`src/rtl/fpe_pkg.sv`:
```
package fpe_pkg;

   typedef enum logic [2:0] {
      PM_ACTIVE   = 3'd0,
      PM_SLEEP    = 3'd1,
      PM_SW_STBY  = 3'd2,
      PM_SUB_ACT  = 3'd3,
      PM_SUB_SLP  = 3'd4,
      PM_WATCH    = 3'd5
   } pmode_e;

   localparam int ERR_POS = 7;
   localparam int ESU_POS = 1;
   localparam int PSU_POS = 0;

   // Setup bits drop in every low-power mode, watch included.
   function automatic logic setup_clear_mode(input logic [2:0] pm);
      return (pm == PM_SW_STBY) || (pm == PM_SUB_ACT) ||
             (pm == PM_SUB_SLP) || (pm == PM_WATCH);
   endfunction

   // Block selection survives watch mode.
   function automatic logic blk_clear_mode(input logic [2:0] pm);
      return (pm == PM_SW_STBY) || (pm == PM_SUB_ACT) || (pm == PM_SUB_SLP);
   endfunction

endpackage

```
`src/rtl/fpe_ctrl_reg.sv`:
```
module fpe_ctrl_reg #(
   parameter int DATA_W = 8
) (
   input  logic              clk,
   input  logic              rst_n,
   input  logic              hw_stby,
   input  logic              setup_clr,
   input  logic              wr,
   input  logic [DATA_W-1:0] wdata,
   input  logic              err_pulse,
   output logic              esu,
   output logic              psu,
   output logic              err,
   output logic [DATA_W-1:0] rd_val
);
   import fpe_pkg::*;

   logic esu_q, psu_q, err_q;

   always_ff @(posedge clk or negedge rst_n) begin
      if (!rst_n) begin
         esu_q <= 1'b0;
         psu_q <= 1'b0;
         err_q <= 1'b0;
      end else if (hw_stby) begin
         esu_q <= 1'b0;
         psu_q <= 1'b0;
         err_q <= 1'b0;
      end else begin
         if (err_pulse) err_q <= 1'b1;
         if (setup_clr) begin
            esu_q <= 1'b0;
            psu_q <= 1'b0;
         end else if (wr) begin
            esu_q <= wdata[ESU_POS];
            psu_q <= wdata[PSU_POS];
         end
      end
   end

   always_comb begin
      rd_val          = '0;
      rd_val[ERR_POS] = err_q;
      rd_val[ESU_POS] = esu_q;
      rd_val[PSU_POS] = psu_q;
   end

   assign esu = esu_q;
   assign psu = psu_q;
   assign err = err_q;

endmodule

```
`src/rtl/fpe_blk_sel.sv`:
```
module fpe_blk_sel #(
   parameter int DATA_W           = 8,
   parameter int NUM_REGS         = 2,
   parameter bit MULTI_CLEARS_ALL = 1'b1
) (
   input  logic                       clk,
   input  logic                       rst_n,
   input  logic                       hw_stby,
   input  logic                       clr,
   input  logic [NUM_REGS-1:0]        wr_sel,
   input  logic [DATA_W-1:0]          wdata,
   output logic [NUM_REGS*DATA_W-1:0] sel
);
   localparam int TOT_W = NUM_REGS * DATA_W;

   logic [TOT_W-1:0] q;
   logic [TOT_W-1:0] merged;
   logic [TOT_W-1:0] on_multi;
   logic             any_wr;
   logic             multi;

   for (genvar i = 0; i < NUM_REGS; i++) begin : g_merge
      assign merged[i*DATA_W +: DATA_W] = wr_sel[i] ? wdata : q[i*DATA_W +: DATA_W];
   end

   assign any_wr = |wr_sel;
   assign multi  = $countones(merged) > 1;

   if (MULTI_CLEARS_ALL) begin : g_clear_all
      assign on_multi = '0;
   end else begin : g_reject
      assign on_multi = q;
   end

   always_ff @(posedge clk or negedge rst_n) begin
      if (!rst_n)             q <= '0;
      else if (hw_stby || clr) q <= '0;
      else if (any_wr)        q <= multi ? on_multi : merged;
   end

   assign sel = q;

endmodule

```
`src/rtl/fpe_enable_gate.sv`:
```
module fpe_enable_gate #(
   parameter int LANES = 2
) (
   input  logic             clk,
   input  logic             rst_n,
   input  logic             hw_stby,
   input  logic [LANES-1:0] req,
   input  logic [LANES-1:0] setup,
   output logic [LANES-1:0] en
);
   for (genvar i = 0; i < LANES; i++) begin : g_lane
      logic en_q;
      always_ff @(posedge clk or negedge rst_n) begin
         if (!rst_n)       en_q <= 1'b0;
         else if (hw_stby) en_q <= 1'b0;
         else              en_q <= req[i] & setup[i];
      end
      assign en[i] = en_q;
   end

endmodule

```
`src/rtl/fpe_addr_dec.sv`:
```
module fpe_addr_dec #(
   parameter int ADDR_W        = 2,
   parameter int DATA_W        = 8,
   parameter int NUM_BLK_REGS  = 2,
   parameter int CTRL_ADDR     = 0,
   parameter int BLK_BASE_ADDR = 1
) (
   input  logic [ADDR_W-1:0]              addr,
   input  logic                           wr,
   input  logic [DATA_W-1:0]              ctrl_rd,
   input  logic [NUM_BLK_REGS*DATA_W-1:0] blk_q,
   output logic                           ctrl_wr,
   output logic [NUM_BLK_REGS-1:0]        blk_wr,
   output logic [DATA_W-1:0]              rdata
);
   localparam logic [ADDR_W-1:0] CA = ADDR_W'(CTRL_ADDR);

   logic                    ctrl_hit;
   logic [NUM_BLK_REGS-1:0] blk_hit;

   assign ctrl_hit = (addr == CA);
   assign ctrl_wr  = wr & ctrl_hit;

   for (genvar i = 0; i < NUM_BLK_REGS; i++) begin : g_blk
      localparam logic [ADDR_W-1:0] BA = ADDR_W'(BLK_BASE_ADDR + i);
      assign blk_hit[i] = (addr == BA);
      assign blk_wr[i]  = wr & blk_hit[i];
   end

   always_comb begin
      rdata = '0;
      if (ctrl_hit) rdata = ctrl_rd;
      for (int i = 0; i < NUM_BLK_REGS; i++) begin
         if (blk_hit[i]) rdata = blk_q[i*DATA_W +: DATA_W];
      end
   end

endmodule

```
`src/rtl/fpe_regs.sv`:
```
module fpe_regs #(
   parameter int ADDR_W        = 2,
   parameter int DATA_W        = 8,
   parameter int NUM_BLK_REGS  = 2,
   parameter int CTRL_ADDR     = 0,
   parameter int BLK_BASE_ADDR = 1
) (
   input  logic                           clk,
   input  logic                           rst_n,
   input  logic                           hw_standby,
   input  logic                           swe,
   input  logic [2:0]                     pmode,
   input  logic                           err_detect,
   input  logic [ADDR_W-1:0]              bus_addr,
   input  logic                           bus_wr,
   input  logic [DATA_W-1:0]              bus_wdata,
   output logic [DATA_W-1:0]              bus_rdata,
   input  logic                           erase_req,
   input  logic                           prog_req,
   output logic                           erase_setup,
   output logic                           prog_setup,
   output logic                           err_flag,
   output logic [NUM_BLK_REGS*DATA_W-1:0] blk_sel,
   output logic                           erase_en,
   output logic                           prog_en
);
   import fpe_pkg::*;

   if (DATA_W < 8) begin : g_bad_width
      $fatal(1, "fpe_regs: DATA_W must be at least 8");
   end
   if (NUM_BLK_REGS < 1) begin : g_bad_count
      $fatal(1, "fpe_regs: NUM_BLK_REGS must be at least 1");
   end
   if (BLK_BASE_ADDR + NUM_BLK_REGS > (1 << ADDR_W)) begin : g_bad_map
      $fatal(1, "fpe_regs: block registers exceed address space");
   end
   if (CTRL_ADDR >= BLK_BASE_ADDR && CTRL_ADDR < BLK_BASE_ADDR + NUM_BLK_REGS) begin : g_overlap
      $fatal(1, "fpe_regs: control address overlaps block registers");
   end

   logic                           ctrl_wr;
   logic [NUM_BLK_REGS-1:0]        blk_wr;
   logic [DATA_W-1:0]              ctrl_rd;
   logic [NUM_BLK_REGS*DATA_W-1:0] blk_q;
   logic                           setup_clr;
   logic                           blk_clr;
   logic                           esu, psu;
   logic [1:0]                     en;

   assign setup_clr = !swe || setup_clear_mode(pmode);
   assign blk_clr   = !swe || blk_clear_mode(pmode);

   fpe_addr_dec #(
      .ADDR_W(ADDR_W), .DATA_W(DATA_W), .NUM_BLK_REGS(NUM_BLK_REGS),
      .CTRL_ADDR(CTRL_ADDR), .BLK_BASE_ADDR(BLK_BASE_ADDR)
   ) u_dec (
      .addr(bus_addr), .wr(bus_wr), .ctrl_rd(ctrl_rd), .blk_q(blk_q),
      .ctrl_wr(ctrl_wr), .blk_wr(blk_wr), .rdata(bus_rdata)
   );

   fpe_ctrl_reg #(.DATA_W(DATA_W)) u_ctrl (
      .clk(clk), .rst_n(rst_n), .hw_stby(hw_standby), .setup_clr(setup_clr),
      .wr(ctrl_wr), .wdata(bus_wdata), .err_pulse(err_detect),
      .esu(esu), .psu(psu), .err(err_flag), .rd_val(ctrl_rd)
   );

   fpe_blk_sel #(.DATA_W(DATA_W), .NUM_REGS(NUM_BLK_REGS), .MULTI_CLEARS_ALL(1'b1)) u_blk (
      .clk(clk), .rst_n(rst_n), .hw_stby(hw_standby), .clr(blk_clr),
      .wr_sel(blk_wr), .wdata(bus_wdata), .sel(blk_q)
   );

   fpe_enable_gate #(.LANES(2)) u_gate (
      .clk(clk), .rst_n(rst_n), .hw_stby(hw_standby),
      .req({prog_req, erase_req}), .setup({psu, esu}), .en(en)
   );

   assign erase_setup = esu;
   assign prog_setup  = psu;
   assign blk_sel     = blk_q;
   assign erase_en    = en[0];
   assign prog_en     = en[1];

endmodule

```
`config.mk`:
```
export PLATFORM = sky130hd
export DESIGN_NAME = fpe_regs
export DESIGN_NICKNAME = d
export VERILOG_FILES = /design/src/rtl/fpe_pkg.sv /design/src/rtl/fpe_ctrl_reg.sv /design/src/rtl/fpe_blk_sel.sv /design/src/rtl/fpe_enable_gate.sv /design/src/rtl/fpe_addr_dec.sv /design/src/rtl/fpe_regs.sv
export SDC_FILE = /design/constraint.sdc
export NUM_CORES = 1
export LEC_CHECK = 0
export CAP_MARGIN = 15
export CORE_MARGIN = 1.5
export CORE_UTILIZATION = 35
export DETAILED_ROUTE_END_ITERATION = 16
export DONT_BUFFER_PORTS = 1
export GPL_TIMING_DRIVEN = 0
export PLACE_DENSITY = 0.53
export SYNTH_ARGS = -nofsm -noshare
export SYNTH_HDL_FRONTEND = slang
export SYNTH_SLANG_ARGS = --single-unit
export TNS_END_PERCENT = 10
```
`constraint.sdc`:
```
create_clock -name clk -period 12.3 [get_ports clk]
set_input_delay 2.46 -clock clk [delete_from_list [all_inputs] [get_ports clk]]
set_output_delay 2.46 -clock clk [all_outputs]
set_load 0.1 [all_outputs]
```
; ---- After elaboration in Yosys (flattened, before gate mapping)
; Index checks and enable logic that the tools add are counted.
[classes]
add_sub_neg = 15
n_lt_le_gt_ge = 1
eq_ne = 6
muxes = 18
bitwise = 5
n_reduce_logical = 12
[ops]
columns = cell, count
row1 = 32-bit adder, 7
row2 = 16-bit 2-to-1 mux, 3
row3 = 8-bit 2-to-1 mux, 5
row4 = 32-bit by 2-bit greater-than comparator with 1-bit output (second input constant), 1
row5 = 1-bit by 1-bit adder with 2-bit output, 8
row6 = 1-bit 2-to-1 mux, 10
row7 = 3-bit by 2-bit equality test with 1-bit output (second input constant), 2
row8 = 3-bit equality test (second input constant), 2
row9 = 1-bit logical OR, 6
row10 = 1-bit bitwise AND, 5
row11 = 2-bit nonzero test, 2
row12 = 3-bit nonzero test, 1
row13 = 2-bit by 1-bit equality test with 1-bit output (second input constant), 1
row14 = 2-bit equality test (second input constant), 1
row15 = 2-bit zero test, 1
row16 = 2-bit OR reduction, 1
row17 = 1-bit zero test, 1
[totals]
regBits = 21
input_bits = 21
output_inout_bits = 29
wordCells = 63

; ---- Longest topological paths before layout
[logic_depth]
depth_word = 11
mapped_depth = 21
mapped_depth_nobuf = 18

; ---- By module
; A second synthesis with hierarchy kept.
[unflattened]
cells_unflattened = 170
area_unflattened_um2 = 1778.0
[modules_own_cells]
columns = module, instances, cells_per_inst, area_per_inst_um2, seq_area_each_um2
row1 = fpe_blk_sel, 1, 119, 1288.7, 400.4
row2 = fpe_addr_dec, 1, 23, 200.2, 0.0
row3 = fpe_ctrl_reg, 1, 18, 176.4, 75.1
row4 = fpe_enable_gate, 1, 6, 82.6, 50.0
row5 = fpe_regs, 1, 4, 30.0, 0.0

; ---- Worst setup path before layout
; No wires, ideal clock.
[synth_timing]
kind = input-to-reg
start = in bus_addr[0]
end = reg u_blk.q[0] (netlist: u_blk.sel[0])
setup_time_ns = 0.080
arrival_time_ns = 7.711
required_ns = 12.220
path_slack_ns = 4.509
path_stages = 19
path_buffers = 3
path_cell_list = clkbuf_1 -> nand3b_1 -> buf_2 -> buf_2 -> mux2_1 -> ha_1 -> inv_1 -> fa_1 -> inv_1 -> fa_1 -> fa_1 -> inv_1 -> fa_1 -> inv_1 -> ha_1 -> fa_1 -> or4_1 -> nor4_4 -> o2bb2ai_1
[synth_between]
elab_chain_cells = 11
word_cells_on_any_way = 27
cone_classes = 15 x add/sub / 1 x order compare / 2 x eq/ne / 5 x mux / 2 x bitwise / 2 x reduce/logical
[synth_rtl]
columns = item, line_no
row1 = from (decl), fpe_regs.sv:14  ; input logic [ADDR_W-1:0] bus_addr,
row2 = 2-bit by 1-bit equality test with 1-bit output or 2-bit equality test (tied branches), fpe_addr_dec.sv:26  ; assign blk_hit[i] = (addr == BA);
row3 = 1-bit bitwise AND, fpe_addr_dec.sv:27  ; assign blk_wr[i] = wr & blk_hit[i];
row4 = 8-bit 2-to-1 mux, fpe_blk_sel.sv:23  ; assign merged[i*DATA_W +: DATA_W] = wr_sel[i] ? wdata : q[i*DATA_W +: DATA_W];
row5 = 1-bit by 1-bit adder with 2-bit output (implied by the code), fpe_blk_sel.sv:27  ; assign multi = $countones(merged) > 1;
row6 = 32-bit adder (implied by the code) (3 in a row), fpe_blk_sel.sv:27
row7 = 32-bit by 2-bit greater-than comparator with 1-bit output, fpe_blk_sel.sv:27
row8 = 16-bit 2-to-1 mux (2 in a row), fpe_blk_sel.sv:38  ; else if (any_wr) q <= multi ? on_multi : merged;
row9 = 16-bit 2-to-1 mux, fpe_blk_sel.sv:37  ; else if (hw_stby || clr) q <= '0;
row10 = to (signal assigned), fpe_blk_sel.sv:38
row11 = to (decl), fpe_blk_sel.sv:16  ; logic [TOT_W-1:0] q;
; Several ways; a longest one is shown, not always the timed one. The select of a mux whose other input is x is not followed.
; A chain may end at the register's enable or synchronous reset.

; ---- Final worst setup path
[layout_timing]
start = in bus_addr[0]
end = reg u_blk.q[1] (netlist: u_blk.sel[1])
; The elaborated chain is that of the path after synthesis.

==> out/summary.txt <==
I/O pins: 50
Post-synthesis sequential area ratio: 29.7%
Hold Crit Start: u_ctrl.psu$_DFFE_PN0P_
Share of layout cells above drive strength 1: 15.3%
Synth top area cells: dfrtp_1, fa_1, ha_1
Placer's final routability congestion estimate: 0.866
Die footprint: 5500 um2
GRT Total Usage: 17.3%
Core ar.: 4790 um2
Post-CTS Hold Fix Bufs: 0
Slew Viols, Final: 0
Worst-Margin Slew: 1120 ps
Hold Crit Class: reg -> reg
Drt total wl: 4380 um
Yosys top cell area share: 29.7%
Util after Layout: 40.0%
DR iter-0 viols: 31
CP startpoint kind: primary input
Final period util: 66.2%
Clk pin slew, worst setup/hold paths: 70 ps
CTS root buffer: clkbuf_8
Pin count of the biggest net entering global routing: 22
First-pass GRT wire length: 7170 um
Power density cells: 84.7 nW/um2
Post-synth top area cell: dfrtp_1
Clock sink count: 21
Max_cap viols: 0
CTS tree: yes
Final setup fails: 0
Post-DRT Antenna Nets: 0
Status: completed
Net Count, Synth: 218
Clock Latency Late Sink: 260 ps
Crit-path max FO: 10
Die Span X: 74.1 um
Congestion Overflow GR: 0
DR DRC count: 0
Fin cells: 244
Post-CTS Resized: 0
Reg-to-Reg Start: u_blk.sel[14]$_DFFE_PN0P_
Htree depth: 1
Unique masters post-synth: 30
Syn. warnings: 0
Synth cell count leaders: inv_1, dfrtp_1, nand3_1, o2bb2ai_1
Post-synth EDFFs: 0
Number of global-route vias before repair: 1,429
Setup Crit Path Kind: in -> reg
Syn avg cell area: 10.2 um2
Peak VDD IR: 67.0 uV
Fin Hold WS: 1020 ps
Nets: 223
Crit. Startpoint: bus_addr[0]
Number of buffers created by CTS: 3
RSZ-0062 raised after global routing: no
Die Height: 74.1 um
Placed cells: 240
Std-Cell Rows: 25
Antenna violations before repair: 0
Vias per cell: 5.39
Rel. slew slack: 25.3%
Count leader, synth: inv_1
FFs w/ async S/R, synth: 100%
ANT cells: 0
Worst Setup End Kind: flop
Fin. Hold Viols: 0
Setup Buffers After CTS: 0
Setup Skew: 10.8 ps
Total Negative Setup Slacks: 0 ps
Crit path DAT: 8320 ps
Initial Util: 37.0%
PortBufs: 0
Area growth from synthesis to layout: 7.98%
Predominant post-synthesis flop cell: dfrtp_1
DPL Wire Length: 3460 um
Synth Cell Area: 1770 um2
Fmax: 123 MHz
Data required, critical path: 12,470 ps
CTS Buffer Depth: 2
Yosys reg bits: 21
Tmin final: 8150 ps
Leakage: 0.000868 uW
DR WL/cell: 17.9 um
DR pass1 iterations: 4
Mapped Cells: 173
Detailed-route via count: 1,315
[routing by layer]
metal  up-vias  global-route usage (%)  part of all wire [%]
li1        621                       -                     -
met1       641                    22.1                    42
met2        51                    30.7                    49
met5         -                       0                     0
met4         0                    1.23                  0.21
met3         2                    4.47                   8.6
[final cells by class]
cell class	instances	area (um2)
multi-input cells	122	1140
clock inverters	1	5.00
clock buffers	3	41.3
flip-flops and latches	21	526
fillers	504	2870
well taps	67	83.8
inverters	23	86.3
plain buffers	7	30.0
[state kept, by name (all words and copies together) (netlist names)]
signal / count
u_blk.sel: 16
u_gate.g_lane.en_q: 2
u_ctrl.err: 1
u_ctrl.esu: 1
u_ctrl.psu: 1
[cells in the final DEF, fill, tap and decap left out, drive strengths merged, types with 2 or more instances in the layout]
cell     count
mux2        14
ha          13
dfrtp       21
nand2        7
a22o         5
nand3b       3
fa          11
nor3b        2
o2bb2ai     15
buf          3
nor2b        4
inv         23
nor4         3
nor2         7
o21ai        7
clkbuf       7
a21oi        2
nand3       15
mux2i        5
[critical path, cell delays in order]
cell       delay (ps)
clkbuf_1          290
nand3b_1          150
buf_2             270
buf_2             300
mux2_1            350
ha_1              270
inv_1              40
fa_1              480
inv_1              60
fa_1              440
fa_1              530
inv_1              60
fa_1              530
inv_1              50
ha_1              210
fa_1              450
or4_1             590
nor4_4            590
o2bb2ai_1         190
[worst paths after layout]
path	end	slack [ps]	cells after the start
setup / recovery	u_blk.sel[1]$_DFFE_PN0P_	4150	19
hold / removal	u_gate.g_lane[1].en_q$_DFF_PN0_	1020	2
setup reg to reg	u_blk.sel[1]$_DFFE_PN0P_	6390	15
hold reg to reg	u_gate.g_lane[1].en_q$_DFF_PN0_	1020	2
max in group asynchronous	u_gate.g_lane[1].en_q$_DFF_PN0_	10340	0
min in group asynchronous	u_blk.sel[11]$_DFFE_PN0P_	1880	0
[metrics by stage]
step	setup WS [ps]	total power, uW	area (um2)
after floorplan	4510	109	1770
after global placement	4010	116	1860
after detailed placement	3950	118	1870
after CTS	4190	164	1910
after global routing	3930	171	1910
final	4150	162	1910
[report_power, final]
group	internal (uW)	switching [uW]	total, uW
clock	22.6	23.1	45.7
sequential	69.8	8.48	78.3
combinational	13.9	24.2	38.1
total	106	55.7	162
[kinds of logic after synthesis]
group,count (synthesis),synth area share (%)
XOR/XNOR,1,0.494
AND/OR/NAND/NOR,46,16.2
multiplexers,19,11.7
buffers and inverters,30,6.57
AO/OA/AOI/OAI,32,13.7
flip-flops,21,29.7
adder cells (fa/ha/maj),24,21.6
No activity file was read; power rests on OpenSTA's default activity.
